--- src/rtl/pe_pkg.sv ---
package pe_pkg;
  // Default geometry of one encoder slice
  localparam int unsigned SLICE_LINES = 8;
  localparam int unsigned SLICE_CODE_W = $clog2(SLICE_LINES);
  // Number of slices in the cascade
  localparam int unsigned CHAIN_LEN = 2;
endpackage

--- src/rtl/pe_lead_find.sv ---
// Finds the highest set bit of an active-high vector.
module pe_lead_find #(
  parameter int unsigned LINES = 8,
  localparam int unsigned IDX_W = $clog2(LINES)
) (
  input  logic [LINES-1:0] hot,
  output logic [IDX_W-1:0] top_idx,
  output logic             any_hot
);
  always_comb begin
    top_idx = '0;
    any_hot = |hot;
    // Later (higher) indices overwrite earlier ones
    for (int i = 0; i < LINES; i++) begin
      if (hot[i]) top_idx = i[IDX_W-1:0];
    end
  end
endmodule

--- src/rtl/pe_slice.sv ---
// One active-low priority encoder slice with enable chaining.
module pe_slice #(
  parameter int unsigned LINES = pe_pkg::SLICE_LINES,
  localparam int unsigned IDX_W = $clog2(LINES)
) (
  input  logic [LINES-1:0] lreq_n,
  input  logic             ena_n,
  output logic [IDX_W-1:0] idx_n,
  output logic             grp_n,
  output logic             nxt_n
);
  logic [IDX_W-1:0] top_idx;
  logic             any_hot;
  logic             enabled;

  pe_lead_find #(.LINES(LINES)) finder_i (
    .hot     (~lreq_n),
    .top_idx (top_idx),
    .any_hot (any_hot)
  );

  assign enabled = ~ena_n;
  assign idx_n   = (enabled && any_hot) ? ~top_idx : '1;
  assign grp_n   = ~(enabled & any_hot);
  assign nxt_n   = ~(enabled & ~any_hot);

  // Checks on slice behaviour
  always_comb begin
    if (ena_n) begin
      a_r7_disabled_quiet: assert (grp_n && nxt_n && (&idx_n));
    end else begin
      a_r7_one_of_two_low: assert (grp_n != nxt_n);
    end
    if (!grp_n) begin
      // Encoded line must be asserted and nothing above it
      a_r8_winner_asserted: assert (lreq_n[~idx_n] == 1'b0);
      a_r8_nothing_above: assert (((~lreq_n) >> (~idx_n)) == {{(LINES-1){1'b0}}, 1'b1});
    end
  end
endmodule

--- src/rtl/pe_cascade16.sv ---
// Sixteen-line priority encoder from two chained slices.
module pe_cascade16 (
  input  logic [15:0] req_n,
  output logic [3:0]  code,
  output logic        valid
);
  localparam int unsigned W   = pe_pkg::SLICE_LINES;
  localparam int unsigned CW  = pe_pkg::SLICE_CODE_W;
  localparam int unsigned NS  = pe_pkg::CHAIN_LEN;
  localparam int unsigned TOT = W * NS;

  logic [NS:0]   en_chain;
  logic [CW-1:0] sl_idx_n [NS];
  logic [NS-1:0] sl_grp_n;
  logic [CW-1:0] idx_and;

  // The first slice (upper lines) is always enabled
  assign en_chain[0] = 1'b0;

  for (genvar s = 0; s < NS; s++) begin : g_slice
    pe_slice #(.LINES(W)) slice_i (
      .lreq_n (req_n[(NS-s)*W-1 -: W]),
      .ena_n  (en_chain[s]),
      .idx_n  (sl_idx_n[s]),
      .grp_n  (sl_grp_n[s]),
      .nxt_n  (en_chain[s+1])
    );
  end

  // Disabled slices output all ones, so AND merges the active code
  always_comb begin
    idx_and = '1;
    for (int s = 0; s < NS; s++) idx_and = idx_and & sl_idx_n[s];
  end

  assign code  = {~sl_grp_n[0], ~idx_and};
  assign valid = ~&sl_grp_n;

  // Top-level checks
  always_comb begin
    a_r3_valid_means_request: assert (valid == (req_n != {TOT{1'b1}}));
    a_r7_chain_end_idle: assert (en_chain[NS] == valid);
    if (valid) begin
      a_r2_code_is_asserted: assert (req_n[code] == 1'b0);
      a_r2_no_higher_request: assert (((~req_n) >> code) == 16'd1);
    end else begin
      a_r4_idle_code_zero: assert (code == 4'd0);
    end
  end
endmodule

--- config.mk ---
export PLATFORM = sky130hd
export DESIGN_NAME = pe_cascade16
export DESIGN_NICKNAME = d
export VERILOG_FILES = /design/src/rtl/pe_pkg.sv /design/src/rtl/pe_lead_find.sv /design/src/rtl/pe_slice.sv /design/src/rtl/pe_cascade16.sv
export SDC_FILE = /design/constraint.sdc
export NUM_CORES = 1
export LEC_CHECK = 0
export CORE_AREA = 5 5 42 44
export DETAILED_ROUTE_END_ITERATION = 6
export DIE_AREA = 0 0 47 49
export PLACE_DENSITY_LB_ADDON = 0.15
export SLEW_MARGIN = 20
export SYNTH_ARGS = -nofsm -noshare
export SYNTH_HDL_FRONTEND = slang
export SYNTH_SLANG_ARGS = --single-unit
--- constraint.sdc ---
create_clock -name vclk -period 1.55
set_clock_uncertainty 0.05 [all_clocks]
set_input_delay 0.155 -clock vclk [all_inputs]
set_output_delay 0.155 -clock vclk [all_outputs]
set_load 0.1 [all_outputs]
======== Yosys cells after proc, flatten, opt, wreduce, memory -nomap -nowiden ========
Index checks and enable logic that the tools add are counted.
cells by class
  bitwise logic cells ..................... 9
  muxes and demuxes ....................... 16
  reductions and logical operators ........ 5
operator list
  kind                 count
  $mux W3              14
  $not A8 Y8           2
  $reduce_or A8 Y1     2
  $not A3 Y3           3
  $and A3 B3 Y3        1
  $mux W1              2
  $not A1 Y1           2
  $reduce_and A2 Y1    1
  $and A1 B1 Y1        1
  $logic_and A1 B1 Y1  1
  $logic_not A1 Y1     1
storage, ports and cells
  output and inout bits ................... 5
  input bits .............................. 16
  word-level logic and storage cells ...... 30
  register bits ........................... 0

======== Depth between registers and ports, before layout ========
  word-level depth ........................ 12
  depth in mapped cells ................... 4
  mapped depth without buffers ............ 4

======== By module ========
Synthesis repeated with hierarchy kept, for this count alone.
second synthesis, totals
  cells, all modules ...................... 56
  area, all modules ....................... 285.3 um^2
by module, submodules not included
  module        cells an instance  area an instance (um^2)  sequential area each (um^2)  times used
  pe_lead_find  12                 66.3                     0.0                          2
  pe_slice      13                 65.1                     0.0                          2
  pe_cascade16  6                  22.5                     0.0                          1

======== Least setup slack after synthesis ========
OpenSTA, ideal clock, no wires.
  path type ............................... in2out
  start point ............................. input port req_n[8]
  end point ............................... output port code[1]
  arrival time ............................ 2.043 ns
  buffers on the path ..................... 0
  path slack .............................. -0.698 ns
  stages .................................. 4
  data required time ...................... 1.345 ns
  cells stage by stage .................... nand4_1 -> nor2_1 -> o21ai_0 -> o2111ai_1
between the ends
  word-level cells in the longest chain between the ends .. 7
  elaborated cells between the ends (all ways) .. 8
  those cells by class .................... 2 x mux; 4 x bitwise; 2 x reduce/logical
RTL lines
  element              line                source
  from (decl)          pe_cascade16.sv:3   input logic [15:0] req_n,
  $not A8 Y8 *         pe_slice.sv:17      .hot (~lreq_n),
  $reduce_or A8 Y1 *   pe_lead_find.sv:12  any_hot = |hot;
  $not A1 Y1           pe_slice.sv:22      assign enabled = ~ena_n;
  $logic_and A1 B1 Y1  pe_slice.sv:23      assign idx_n = (enabled && any_hot) ? ~top_idx : '1;
  $mux W3              pe_slice.sv:23
  $and A3 B3 Y3 *      pe_cascade16.sv:33  for (int s = 0; s < NS; s++) idx_and = idx_and & sl_idx_n[s];
  $not A3 Y3 *         pe_cascade16.sv:36  assign code = {~sl_grp_n[0], ~idx_and};
  to (decl)            pe_cascade16.sv:4   output logic [3:0] code,
Every way passes the cells marked *; elsewhere a longest branch is shown, timed or not.

======== Worst setup path after layout ========
  start point ............................. input port req_n[13]
  end point ............................... output port code[3]
between the ends
  word-level cells in the longest chain between the ends .. 2
RTL lines
  element           line
  $not A8 Y8        pe_slice.sv:17
  $reduce_or A8 Y1  pe_lead_find.sv:12
No other way between the ends.

==> out/qor.log <==
qor: status.result_of_the_run completed
qor: synth.avgSynthCellArea 5.47 µm²
qor: worst_setup_path.timing.critical_path.fanout_max 2
qor: timing.fmax 669 MHz
qor: run.cap_viol_max_count 0
qor: global_route.grtUsageMet2 0.0882
qor: cells_and_area.final_cells 74
qor: synth.netlist-cell-type-count 14
qor: timing.timing_max_transition_violations_final 0
qor: cells_and_area.final-seq-area 0 µm²
qor: power_and_ir_drop.vdd.ir_drop.worst 0.0986 mV
qor: timing.min_period 1.50 ns
qor: die.die_outline_area 0.00230 mm²
qor: place.placement.io_buffers 21
qor: worst_setup_path.worst_path_largest_cell_delay 0.23 ns
qor: routing.detail_routed_net_length_per_standard_cell 9.70 µm
qor: die.initial_utilization 0.105
qor: synth.synth_cells 27
qor: global_route.grt_use_met3 0.00738
qor: routing.drt_drc_violations_left 0
qor: synth.syn-num-nets 43
qor: die.core_box_area 0.00140 mm²
qor: timing.grt_setup_unrepaired false
qor: clock_network.cts_hold_buf 0
qor: worst_setup_path.critical_path.startpoint_type input port
qor: timing.setup-violations-final 0
qor: cells_and_area.fill_cells 159
qor: global_route.initial_antenna_violation_count 0
qor: cells_and_area.insertedDiodeCount 0
qor: worst_hold_path.hold_depth 4
qor: worst_setup_path.critical_path_cell_sequence dlygate4sd2_1 > nand4_1 > nor2_2 > inv_1 > buf_4 > buf_4 > buf_4 > buf_12
qor: worst_setup_path.slowest_stage sky130_fd_sc_hd__dlygate4sd2_1
qor: die.fp.dieH 49 µm
qor: timing.min_period_over_period 0.965
qor: routing.drt-initial-drc-count 0
qor: worst_setup_path.setup.worst_path.class in -> out
qor: routing.detail-route-antenna-nets 0
qor: routing.detailroute.via_count 308
qor: die.pin_count 21
qor: worst_setup_path.worstPathArrival 1.29 ns
qor: cells_and_area.post_route_cells_drive_above_1_share 0.379
qor: cells_and_area.design.seq.count 0
qor: global_route.grt_first_pass_wirelength 1.10 mm
qor: global_route.grt-busiest-layer met1
qor: synth.yosysWarnings 0
qor: synth.ys_seq_area_frac 0
qor: worst_setup_path.cpMostUsedCell sky130_fd_sc_hd__buf_4
qor: timing.report.final.hold_viol_count 0
qor: global_route.grt_resource_usage_total 0.0582
qor: cells_and_area.synthToLayoutAreaGrowth 238%
qor: global_route.grt_pass1_vias 280
qor: synth.post_synth_instance_area 148 µm²
qor: global_route.total_grt_overflow 0
qor: place.place.detailed.instances 72
qor: cells_and_area.design.final.nets 76
qor: cells_and_area.clockBufferCount 0
qor: routing.wirelength 718 µm
qor: power_and_ir_drop.leakagePower 0.240 nW
qor: timing.final.setup.tns 0 ns
qor: timing.slew_of_the_pin_with_the_lowest_slew_margin 0.286 ns
qor: die.placementRows 14
qor: global_route.pin_count_of_the_biggest_net_entering_global_routing 5
qor: worst_setup_path.critPathCaptureType primary output
qor: place.place.gp.congestion 0.752
qor: global_route.grt_use_met1 0.0913
qor: worst_setup_path.critical_path_rt 1.34 ns
qor: power_and_ir_drop.power_density 236 mW/mm²
qor: routing.via_per_inst 4.16
qor: routing.detailedRoute.firstPassIterationCount 1
qor: place.half_perimeter_wire_length_of_the_detailed_placement_result 632 µm
qor: timing.worst_slew_margin_rel 0.809
qor: worst_hold_path.hold_path.class in -> out
qor: die.chipWidth 47 µm
[cells by family (layout without fill, tap and decap cells)]
kind of cell,count (synthesis),after routing,synth area share
buf+inv,5,36,0.153
simple gates,14,14,0.492
compound gates,8,8,0.356
[per-layer routing]
metal  share of wire  routed length [µm]  vias up
met5               0                   0        -
met4               0                   0        0
met3            0.17                 119        0
met2            0.39                 283       19
met1            0.44                 315      126
li1                -                   -      163
[synthesized netlist by cell type]
cell,instances,area share
sky130_fd_sc_hd__nand2_1,5,0.13
sky130_fd_sc_hd__inv_1,4,0.10
sky130_fd_sc_hd__nand4_1,4,0.17
sky130_fd_sc_hd__o21ai_0,3,0.10
sky130_fd_sc_hd__a31oi_1,2,0.085
sky130_fd_sc_hd__and2b_1,1,0.051
sky130_fd_sc_hd__buf_4,1,0.051
sky130_fd_sc_hd__nand3_1,1,0.034
sky130_fd_sc_hd__nor2_1,1,0.025
sky130_fd_sc_hd__o2111ai_1,1,0.059
sky130_fd_sc_hd__o211ai_1,1,0.051
sky130_fd_sc_hd__o221ai_1,1,0.059
sky130_fd_sc_hd__or2_2,1,0.042
sky130_fd_sc_hd__or3_1,1,0.042
[report_power, final]
part           total (W)  switching [W]  leakage (nW)  internal, W
Sequential             0              0             0            0
Combinational   0.000118      0.0000604         0.240    0.0000574
Clock                  0              0             0            0
Total           0.000118      0.0000604         0.240    0.0000574
[area by class of cell]
cell class | count | area, µm² | area share
well taps | 16 | 20.0 | 0.0401
multi-input cells | 22 | 145 | 0.291
inverters | 4 | 15.0 | 0.0301
repair buffers | 32 | 319 | 0.639
[worst paths after layout]
kind	start	to
min	req_n[12]	code[1]
max	req_n[13]	code[3]
[through the flow]
stage               setup WS [ns]  cell area [µm²]  power (W)   util  hold WS [ns]
floorplan                  -0.607              154  0.0000463      -         0.639
global placement           -0.253              494   0.000133  0.353          1.08
detailed placement         -0.278              494   0.000132  0.353          1.08
CTS                        0.0317              500   0.000119  0.357         0.897
global route              0.00539              499   0.000125  0.356         0.800
finish                     0.0546              499   0.000118  0.356         0.761
[critical path: cells and delay by family]
family / cells / cell delay, ns
simple gates: 2 / 0.31
buf+inv: 6 / 0.83
[layout by cell type (no fill, tap or decap)]
master / netlist / final
sky130_fd_sc_hd__buf_4: 1 / 11
sky130_fd_sc_hd__o211ai_1: 1 / 1
sky130_fd_sc_hd__clkbuf_2: 0 / 1
sky130_fd_sc_hd__nand3_1: 1 / 1
sky130_fd_sc_hd__inv_1: 4 / 4
sky130_fd_sc_hd__o2111ai_2: 0 / 1
sky130_fd_sc_hd__or2_4: 0 / 1
sky130_fd_sc_hd__nand2_1: 5 / 5
sky130_fd_sc_hd__or3_4: 0 / 1
sky130_fd_sc_hd__o21ai_0: 3 / 2
sky130_fd_sc_hd__and2b_1: 1 / 1
sky130_fd_sc_hd__buf_12: 0 / 5
sky130_fd_sc_hd__nand4_1: 4 / 4
sky130_fd_sc_hd__a31oi_1: 2 / 2
sky130_fd_sc_hd__o221ai_1: 1 / 1
sky130_fd_sc_hd__dlygate4sd2_1: 0 / 15
sky130_fd_sc_hd__o21ai_2: 0 / 1
sky130_fd_sc_hd__nor2_2: 0 / 1
[what timing repair did]
| item | CTS | global route |
|---|---|---|
| setup buffers | 2 | 0 |
| pin swaps | 9 | 2 |
| endpoints found under the setup margin | 4 | 3 |
| resized for setup | 19 | 3 |
Power figures use the tool's default switching activity.
